`config.mk`:
```
export PLATFORM = sky130hd
export DESIGN_NAME = dbg_bkpt_unit
export DESIGN_NICKNAME = d
export VERILOG_FILES = /design/src/rtl/dbg_bkpt_pkg.sv /design/src/rtl/dbg_slot_match.sv /design/src/rtl/dbg_status_upd.sv /design/src/rtl/dbg_bkpt_unit.sv
export SDC_FILE = /design/constraint.sdc
export NUM_CORES = 1
export LEC_CHECK = 0
export CAP_MARGIN = 15
export CORE_ASPECT_RATIO = 1.2
export CORE_MARGIN = 2
export CORE_UTILIZATION = 49
export CTS_CLUSTER_DIAMETER = 30
export DETAILED_ROUTE_END_ITERATION = 7
export PLACE_DENSITY_LB_ADDON = 0.15
export SYNTH_ARGS = -nofsm -noshare
export SYNTH_HDL_FRONTEND = slang
export SYNTH_HIERARCHICAL = 1
export SYNTH_SLANG_ARGS = --single-unit
```
`constraint.sdc`:
```
create_clock -name clk_i -period 2.55 [get_ports clk_i]
set_input_delay 0.3825 -clock clk_i [delete_from_list [all_inputs] [get_ports clk_i]]
set_output_delay 0.3825 -clock clk_i [all_outputs]
set_load 0.02 [all_outputs]
```
`src/rtl/dbg_bkpt_pkg.sv`:
```
package dbg_bkpt_pkg;
  typedef enum logic [1:0] {
    SK_EXEC  = 2'd0,
    SK_WRITE = 2'd1,
    SK_IO    = 2'd2,
    SK_RDWR  = 2'd3
  } slot_kind_e;

  localparam logic [31:0] STAT_FIX1 = 32'hFFFF_0FF0;
  localparam logic [31:0] CTRL_FIX1 = 32'h0000_0400;
  localparam logic [2:0]  SEL_CTRL  = 3'd4;
  localparam logic [2:0]  SEL_STAT  = 3'd5;
  localparam int          KIND_LSB  = 16;
  localparam int          FLD_STEP  = 4;

  function automatic logic slot_en(input logic [31:0] ctrl, input int n);
    return ctrl[2*n] | ctrl[2*n+1];
  endfunction

  function automatic slot_kind_e slot_kind(input logic [31:0] ctrl, input int n);
    return slot_kind_e'(ctrl[KIND_LSB+FLD_STEP*n +: 2]);
  endfunction
endpackage

```
`src/rtl/dbg_slot_match.sv`:
```
module dbg_slot_match
  import dbg_bkpt_pkg::*;
#(
  parameter int ADDR_W = 32
) (
  input  logic [ADDR_W-1:0] addr_i,
  input  logic [ADDR_W-1:0] pc_i,
  input  slot_kind_e        kind_i,
  input  logic              wp_i,
  output logic              hit_o
);
  always_comb begin
    unique case (kind_i)
      SK_EXEC:          hit_o = (addr_i == pc_i);
      SK_WRITE, SK_RDWR: hit_o = wp_i;
      default:          hit_o = 1'b0; // I/O slots are unsupported
    endcase
  end
endmodule

```
`src/rtl/dbg_status_upd.sv`:
```
module dbg_status_upd #(
  parameter int SLOTS = 4,
  parameter int REG_W = 32
) (
  input  logic             chk_i,
  input  logic             force_i,
  input  logic [SLOTS-1:0] hit_i,
  input  logic [SLOTS-1:0] en_i,
  input  logic [REG_W-1:0] status_q_i,
  output logic             upd_o,
  output logic [REG_W-1:0] status_d_o,
  output logic             exc_d_o
);
  logic any_en_hit;

  assign any_en_hit = |(hit_i & en_i);
  assign upd_o      = chk_i & (any_en_hit | force_i);
  assign status_d_o = {status_q_i[REG_W-1:SLOTS], hit_i};
  assign exc_d_o    = chk_i & any_en_hit;
endmodule

```
`src/rtl/dbg_bkpt_unit.sv`:
```
module dbg_bkpt_unit
  import dbg_bkpt_pkg::*;
#(
  parameter int SLOTS = 4,
  parameter int REG_W = 32,
  parameter int SEL_W = 3
) (
  input  logic             clk_i,
  input  logic             rst_ni,
  input  logic             wr_en_i,
  input  logic [SEL_W-1:0] wr_sel_i,
  input  logic [REG_W-1:0] wr_data_i,
  input  logic             chk_i,
  input  logic [REG_W-1:0] pc_i,
  input  logic [SLOTS-1:0] wp_hit_i,
  input  logic             force_upd_i,
  output logic [REG_W-1:0] status_o,
  output logic [REG_W-1:0] ctrl_o,
  output logic             exc_o
);
  logic [REG_W-1:0] addr_q [SLOTS];
  logic [REG_W-1:0] ctrl_q, status_q, status_d;
  logic [SLOTS-1:0] hit, en;
  logic             upd, exc_d;

  for (genvar gi = 0; gi < SLOTS; gi++) begin : g_slot
    always_ff @(posedge clk_i or negedge rst_ni) begin
      if (!rst_ni)                                      addr_q[gi] <= '0;
      else if (wr_en_i && wr_sel_i == SEL_W'(gi))       addr_q[gi] <= wr_data_i;
    end

    assign en[gi] = slot_en(ctrl_q, gi);

    dbg_slot_match #(.ADDR_W(REG_W)) u_match (
      .addr_i (addr_q[gi]),
      .pc_i   (pc_i),
      .kind_i (slot_kind(ctrl_q, gi)),
      .wp_i   (wp_hit_i[gi]),
      .hit_o  (hit[gi])
    );
  end

  dbg_status_upd #(.SLOTS(SLOTS), .REG_W(REG_W)) u_upd (
    .chk_i      (chk_i),
    .force_i    (force_upd_i),
    .hit_i      (hit),
    .en_i       (en),
    .status_q_i (status_q),
    .upd_o      (upd),
    .status_d_o (status_d),
    .exc_d_o    (exc_d)
  );

  always_ff @(posedge clk_i or negedge rst_ni) begin
    if (!rst_ni) begin
      ctrl_q   <= CTRL_FIX1;
      status_q <= STAT_FIX1;
      exc_o    <= 1'b0;
    end else begin
      exc_o <= exc_d;
      if (wr_en_i && wr_sel_i == SEL_CTRL) ctrl_q <= wr_data_i | CTRL_FIX1;
      // hardware update outranks a software status write
      if (upd)                                  status_q <= status_d;
      else if (wr_en_i && wr_sel_i == SEL_STAT) status_q <= wr_data_i | STAT_FIX1;
    end
  end

  assign status_o = status_q;
  assign ctrl_o   = ctrl_q;
endmodule

```
==> qor.yml, run 1 <==
maximum_resistive_drop_on_vdd_mv: 0.558
grt_antenna_before_repair: 0
cts_max_level: 4
row_count: 54
layout.core_utilization_pct: 64.1
clk_transition_reported_paths_ns: 0.07
required_ns: 2.86
first_global_vias: 6428
setup_tns_ns: -0.810
pin_count_of_the_biggest_net_entering_global_routing: 61
r2r-start: "addr_q[3]"
outcome: "finished with violations"
remaining_drc_errors: 0
fin_nets: 879
vias_per_cell: 5.38
setup.worst_path.class: "input port to register"
largest_fanout_on_the_critical_path: 4
rr_worst_depth: 10
net_count_of_the_mapped_netlist: 743
synthesis.area_um2: 9080
final_critical_path_setup_slack_ns: -0.114
leakage_nw: 4.82
nFillCells: 1371
post-dp-hpwl_mm: 15.0
critical_path.slowest_cell: "clkdlybuf4s50_1"
top_library_cells_by_usage_in_the_layout_fill_and_taps_aside: "dfrtp_1, mux2_2, xnor2_1, clkdlybuf4s50_1, nand4_1"
reg2reg_to: "status_o[3]"
routed_wl_per_cell_um: 20.8
cts.root.buffer_cell: "clkbuf_16"
post_synth_inst_count: 667
synth-seq-cells: 192
setup.worst_path.end: "status_o[3]"
p_per_area_nw_per_um2: 846
width_of_the_die_um: 128
fp.coreArea_um2: 18200
setup_repair_after_global_routing_missed_its_margin: "yes"
synth_seq_area_share_pct: 53.3
die_area_um2: 19600
ys_types: 28
clkSinkCount: 192
mostFrequentLayoutCell: "dfrtp_1"
synthToLayoutAreaGrowth_pct: 28.2
setup.reg_to_reg.worst_slack_ns: -0.11
worst_path_largest_cell_delay_ns: 0.54
io_buffers: 139
critical_path_cell_sequence: "clkdlybuf4s50_1 > xnor2_1 > nand4_1 > nor3_2 > buf_4 > a32o_2 > a22oi_2 > a31oi_4 > buf_6 > mux2_4 > mux2_4"
startpoint: "pc_i[19]"
grt_usage_pct: 23.1
pin_count: 141
cts_inserted_buffers: 17
timing.clock.skew_ns: 0.00963
syn_area_per_cell_um2: 13.6
start_kind: "input port"
synth.yosys.warnings: 6
place.gp.congestion: 0.792
chipHeight_um: 153
grt_pass1_wl_mm: 34.6
start_util_pct: 50.0
clkLatencyLatePin_ns: 0.43
final-hold-violation-count: 0
timing.critical_path.arrival_ns: 2.98
layout_min_cycle_time_ns: 2.66
failed_checks: "setup timing"
setup_viol_count_final: 8
layout-drive-gt1-share_pct: 37.6
timing.final.crit_share_pct: 104
final_antenna_net_count: 0
cp-end-kind: "register"
insertedDiodeCount: 0
via_total_after_detailed_routing: 5597
worst_path_most_repeated_cell: "mux2_4"
1st_pass_router_iterations: 4
hold_path.class: "input port to async pin"
report.final.slew_viol_count: 0
gr-total-overflow: 0
drt_first_iter_violations: 206
detail_route.wirelength_mm: 21.6
cts_tree: "done"
max_clock_freq_mhz: 375
finalPower_mw: 9.85
max_cap_violations: 0
cts-root-to-sink-buffers: 2
-- state kept, by name, summed over array words and instances (netlist names) --
signal / count
addr_q: 128
ctrl_o: 31
exc_o: 1
status_o: 32
-- routing by layer --
layer	track usage (%)	part of all wire (%)
met4	8.32	2.4
met3	5.32	4.6
met2	37.9	49
met1	29.8	44
met5	0	0
-- kinds of logic after synthesis --
kind of cell	after synthesis	share of synthesized area, %
XOR/XNOR	128	12.3
multiplexers	175	21.7
buffers and inverters	84	5.40
flip-flops	192	53.3
AO/OA/AOI/OAI	33	3.32
AND/OR/NAND/NOR	54	3.93
other	1	0.0413
-- worst min path at each step --
stage | slack [ns] | to | cells past startpoint | from
2_1_floorplan | 0.09 | addr_q[0] | 0 | rst_ni
3_3_place_gp | 0.36 | addr_q[26] | 1 | rst_ni
3_5_place_dp | 0.36 | ctrl_o[30] | 1 | rst_ni
4_1_cts | 0.46 | addr_q[25] | 2 | rst_ni
5_1_grt | 0.50 | addr_q[26] | 2 | rst_ni
6_report | 0.47 | addr_q[62] | 2 | rst_ni
-- final cells by class --
type | count | area, µm² | share of cell area, %
multi-input cells | 391 | 4080 | 35.0
well taps | 224 | 280 | 2.41
clock inverters | 8 | 60.1 | 0.516
inverters | 27 | 101 | 0.870
clock buffers | 24 | 472 | 4.05
repair buffers | 174 | 1810 | 15.6
flip-flops and latches | 192 | 4830 | 41.5
-- worst max-delay path, delay by kind of cell --
family          cells  cell delay, ns
buf+inv             3            0.84
mux                 2            0.56
compound gates      3            0.54
simple gates        2            0.37
xor+xnor            1            0.26
-- synth_stat cells --
cell type    n  area (µm²)
a32o_2       4        45.0
buf_4       45         338
a2bb2oi_1   24         210
a22oi_2      2        25.0
clkbuf_1     5        18.8
buf_2        5        25.0
nor4bb_1     1        10.0
inv_1       27         101
xnor2_1    124        1090
buf_1        2        7.51
a41o_1       1        10.0
mux2_2     172        1940
xor2_1       4        35.0
conb_1       1        3.75
nand3_1      4        20.0
nor3_1       5        25.0
mux2_1       3        33.8
nand2_1      1        3.75
nand4b_1     1        8.76
nor4_1       8        50.1
nand4_1     28         175
a31oi_1      1        6.26
dfrtp_1    168        4200
a21oi_1      1        5.00
or2_2        4        25.0
nor4b_4      1        23.8
dfstp_2     24         631
nor4b_2      1        15.0
-- through the flow --
stage          setup WS [ns]  hold slack [ns]  cells  instance area [µm²]
2_1_floorplan         0.0682           0.0869    667                 9080
3_3_place_gp          -0.905            0.356   1003                10700
3_5_place_dp          -0.938            0.364   1003                10700
4_1_cts               -0.133            0.462   1038                11600
5_1_grt               -0.216            0.498   1040                11600
6_report              -0.114            0.466   1040                11600
-- report_power, final --
group | internal, mW | total [mW] | switching, mW
registers | 3.85 | 4.41 | 0.558
logic | 1.74 | 3.01 | 1.27
clock network | 1.30 | 2.43 | 1.13
total | 6.90 | 9.85 | 2.95
-- repair_timing --
action,CTS,global route
hold buffers,1,0
endpoints found under the setup margin,32,32
setup buffers,1,2
pin swaps,12,3
cloned,1,0
resized for setup,72,7
hold endpoints to repair,44,0
Note: power is estimated with default switching activity, not from simulation.
==> run 2: changes to the inputs <==
- CORE_UTILIZATION: 49 -> 58
- DONT_BUFFER_PORTS: not set -> 1
==> qor.yml, run 2 (synthesis results as in run 1) <==
remaining_drc_errors: 0
clkLatencyLatePin_ns: 0.43
width_of_the_die_um: 118
fp.coreArea_um2: 15500
first_global_vias: 5526
max_clock_freq_mhz: 386
start_kind: "register"
timing.final.crit_share_pct: 101
count_of_buffer_and_inverter_cells_on_the_critical_path: 2
report.final.slew_viol_count: 0
largest_fanout_on_the_critical_path: 5
r2r-start: "addr_q[20]"
layout-drive-gt1-share_pct: 41.5
critical_path_cell_sequence: "xnor2_1 > nand4_1 > nor4_1 > buf_4 > a32o_2 > a22oi_2 > a31oi_4 > buf_6 > mux2_4 > mux2_4"
grt_pass1_wl_mm: 30.2
place.gp.congestion: 0.815
hold_path.class: "input port to async pin"
finalPower_mw: 8.96
outcome: "finished with violations"
routed_wl_per_cell_um: 22.0
cts_inserted_buffers: 17
top_register: "addr_q"
critical_path.slowest_cell: "dfrtp_1"
leakage_nw: 4.15
timing.critical_path.arrival_ns: 2.90
final_critical_path_setup_slack_ns: -0.0375
nFillCells: 1212
final_antenna_net_count: 0
path_delay_family: "multiplexers"
multi_input_comb_area_um2: 3930
post-dp-hpwl_mm: 13.4
setup_viol_count_final: 8
largest_register_ffs: 128
via_total_after_detailed_routing: 5091
max_cap_violations: 0
failed_checks: "hold timing, setup timing"
1st_pass_router_iterations: 4
grt_usage_pct: 24.0
cts_max_level: 4
cts-root-to-sink-buffers: 2
combPwrFrac_pct: 19.5
detail_route.wirelength_mm: 19.3
vias_per_cell: 5.81
sequential_share_of_power_pct: 52.9
drt_first_iter_violations: 256
worst_path_largest_cell_delay_ns: 0.39
pin_count: 141
clkSinkCount: 192
p_per_area_nw_per_um2: 905
top_library_cells_by_usage_in_the_layout_fill_and_taps_aside: "dfrtp_1, mux2_2, xnor2_1"
row_count: 50
setup_slack_placement_ns: -0.199
cts_tree: "done"
pin_count_of_the_biggest_net_entering_global_routing: 193
final-hold-violation-count: 170
timing.clock.skew_ns: 0.00950
p_sw_share_pct: 29.1
worst_path_most_repeated_cell: "mux2_4"
required_ns: 2.86
cts.root.buffer_cell: "clkbuf_16"
setup_repair_after_global_routing_missed_its_margin: "yes"
maximum_resistive_drop_on_vdd_mv: 0.557
fin_nets: 731
gr-total-overflow: 0
setup.reg_to_reg.worst_slack_ns: -0.04
start_util_pct: 58.8
timing_worst_slew_pin_value_ns: 0.552
timing.max_slew.rel_slack_pct: 63.2
clkPwrFrac_pct: 27.6
setup.worst_path.class: "register to register"
mostFrequentLayoutCell: "dfrtp_1"
clk_transition_reported_paths_ns: 0.07
io_buffers: 0
chipHeight_um: 141
reg2reg_to: "status_o[14]"
synthToLayoutAreaGrowth_pct: 9.11
rr_worst_depth: 10
total_switching_power_mw: 2.61
grt_antenna_before_repair: 1
area.sequential_um2: 4830
die_area_um2: 16700
internal_power_mw: 6.35
fin_worst_hold_slack_ns: -0.353
cp-end-kind: "register"
layout_min_cycle_time_ns: 2.59
## run 2: layer usage
layer	GRT usage, %	part of all wire, %
met5	0	0
met4	9.89	1.8
met3	8.09	7.2
met2	39.5	50
met1	28.9	41
## run 2: worst max-delay path by stage
stage	from	to	slack, ns	cells after the start
after global placement	pc_i[15]	status_o[15]	-0.17	10
after detailed placement	pc_i[15]	status_o[15]	-0.20	10
after CTS	addr_q[117]	status_o[15]	-0.08	10
after floorplan	pc_i[14]	status_o[12]	0.07	10
after global routing	addr_q[110]	status_o[15]	-0.17	10
final	addr_q[20]	status_o[14]	-0.04	10
## run 2: power groups by stage
stage | sequential (mW) | clock (mW) | combinational, mW
detailed placement | 4.79 | 0 | 1.63
finish | 4.74 | 2.48 | 1.74
CTS | 4.75 | 2.52 | 1.73
global placement | 4.76 | 0 | 1.58
floorplan | 4.64 | 0 | 1.52
global route | 4.85 | 2.65 | 1.88
## run 2: area by class of cell
class | instances | share of cell area (%)
Sequential cell | 192 | 48.8
Multi-Input combinational cell | 391 | 39.7
Clock buffer | 22 | 4.59
Tap cell | 208 | 2.63
Timing Repair Buffer | 26 | 2.39
Inverter | 27 | 1.02
Clock inverter | 10 | 0.872
Antenna cell | 1 | 0.0253
## run 2: metrics by stage
stage | instances | setup TNS [ns] | util (%) | cell area, µm²
6_report | 877 | -0.206 | 64.1 | 9910
2_1_floorplan | 667 | 0 | - | 9080
4_1_cts | 875 | -0.569 | 63.7 | 9840
3_5_place_dp | 840 | -2.06 | 59.4 | 9170
3_3_place_gp | 840 | -1.69 | 59.4 | 9170
5_1_grt | 877 | -3.40 | 64.1 | 9910
## run 2: repair_timing
item	in CTS	in global routing
pin swaps	8	4
resized for setup	24	6
setup endpoints to repair	31	32
hold endpoints to repair	192	192
setup buffers	3	1
gates cloned	0	1
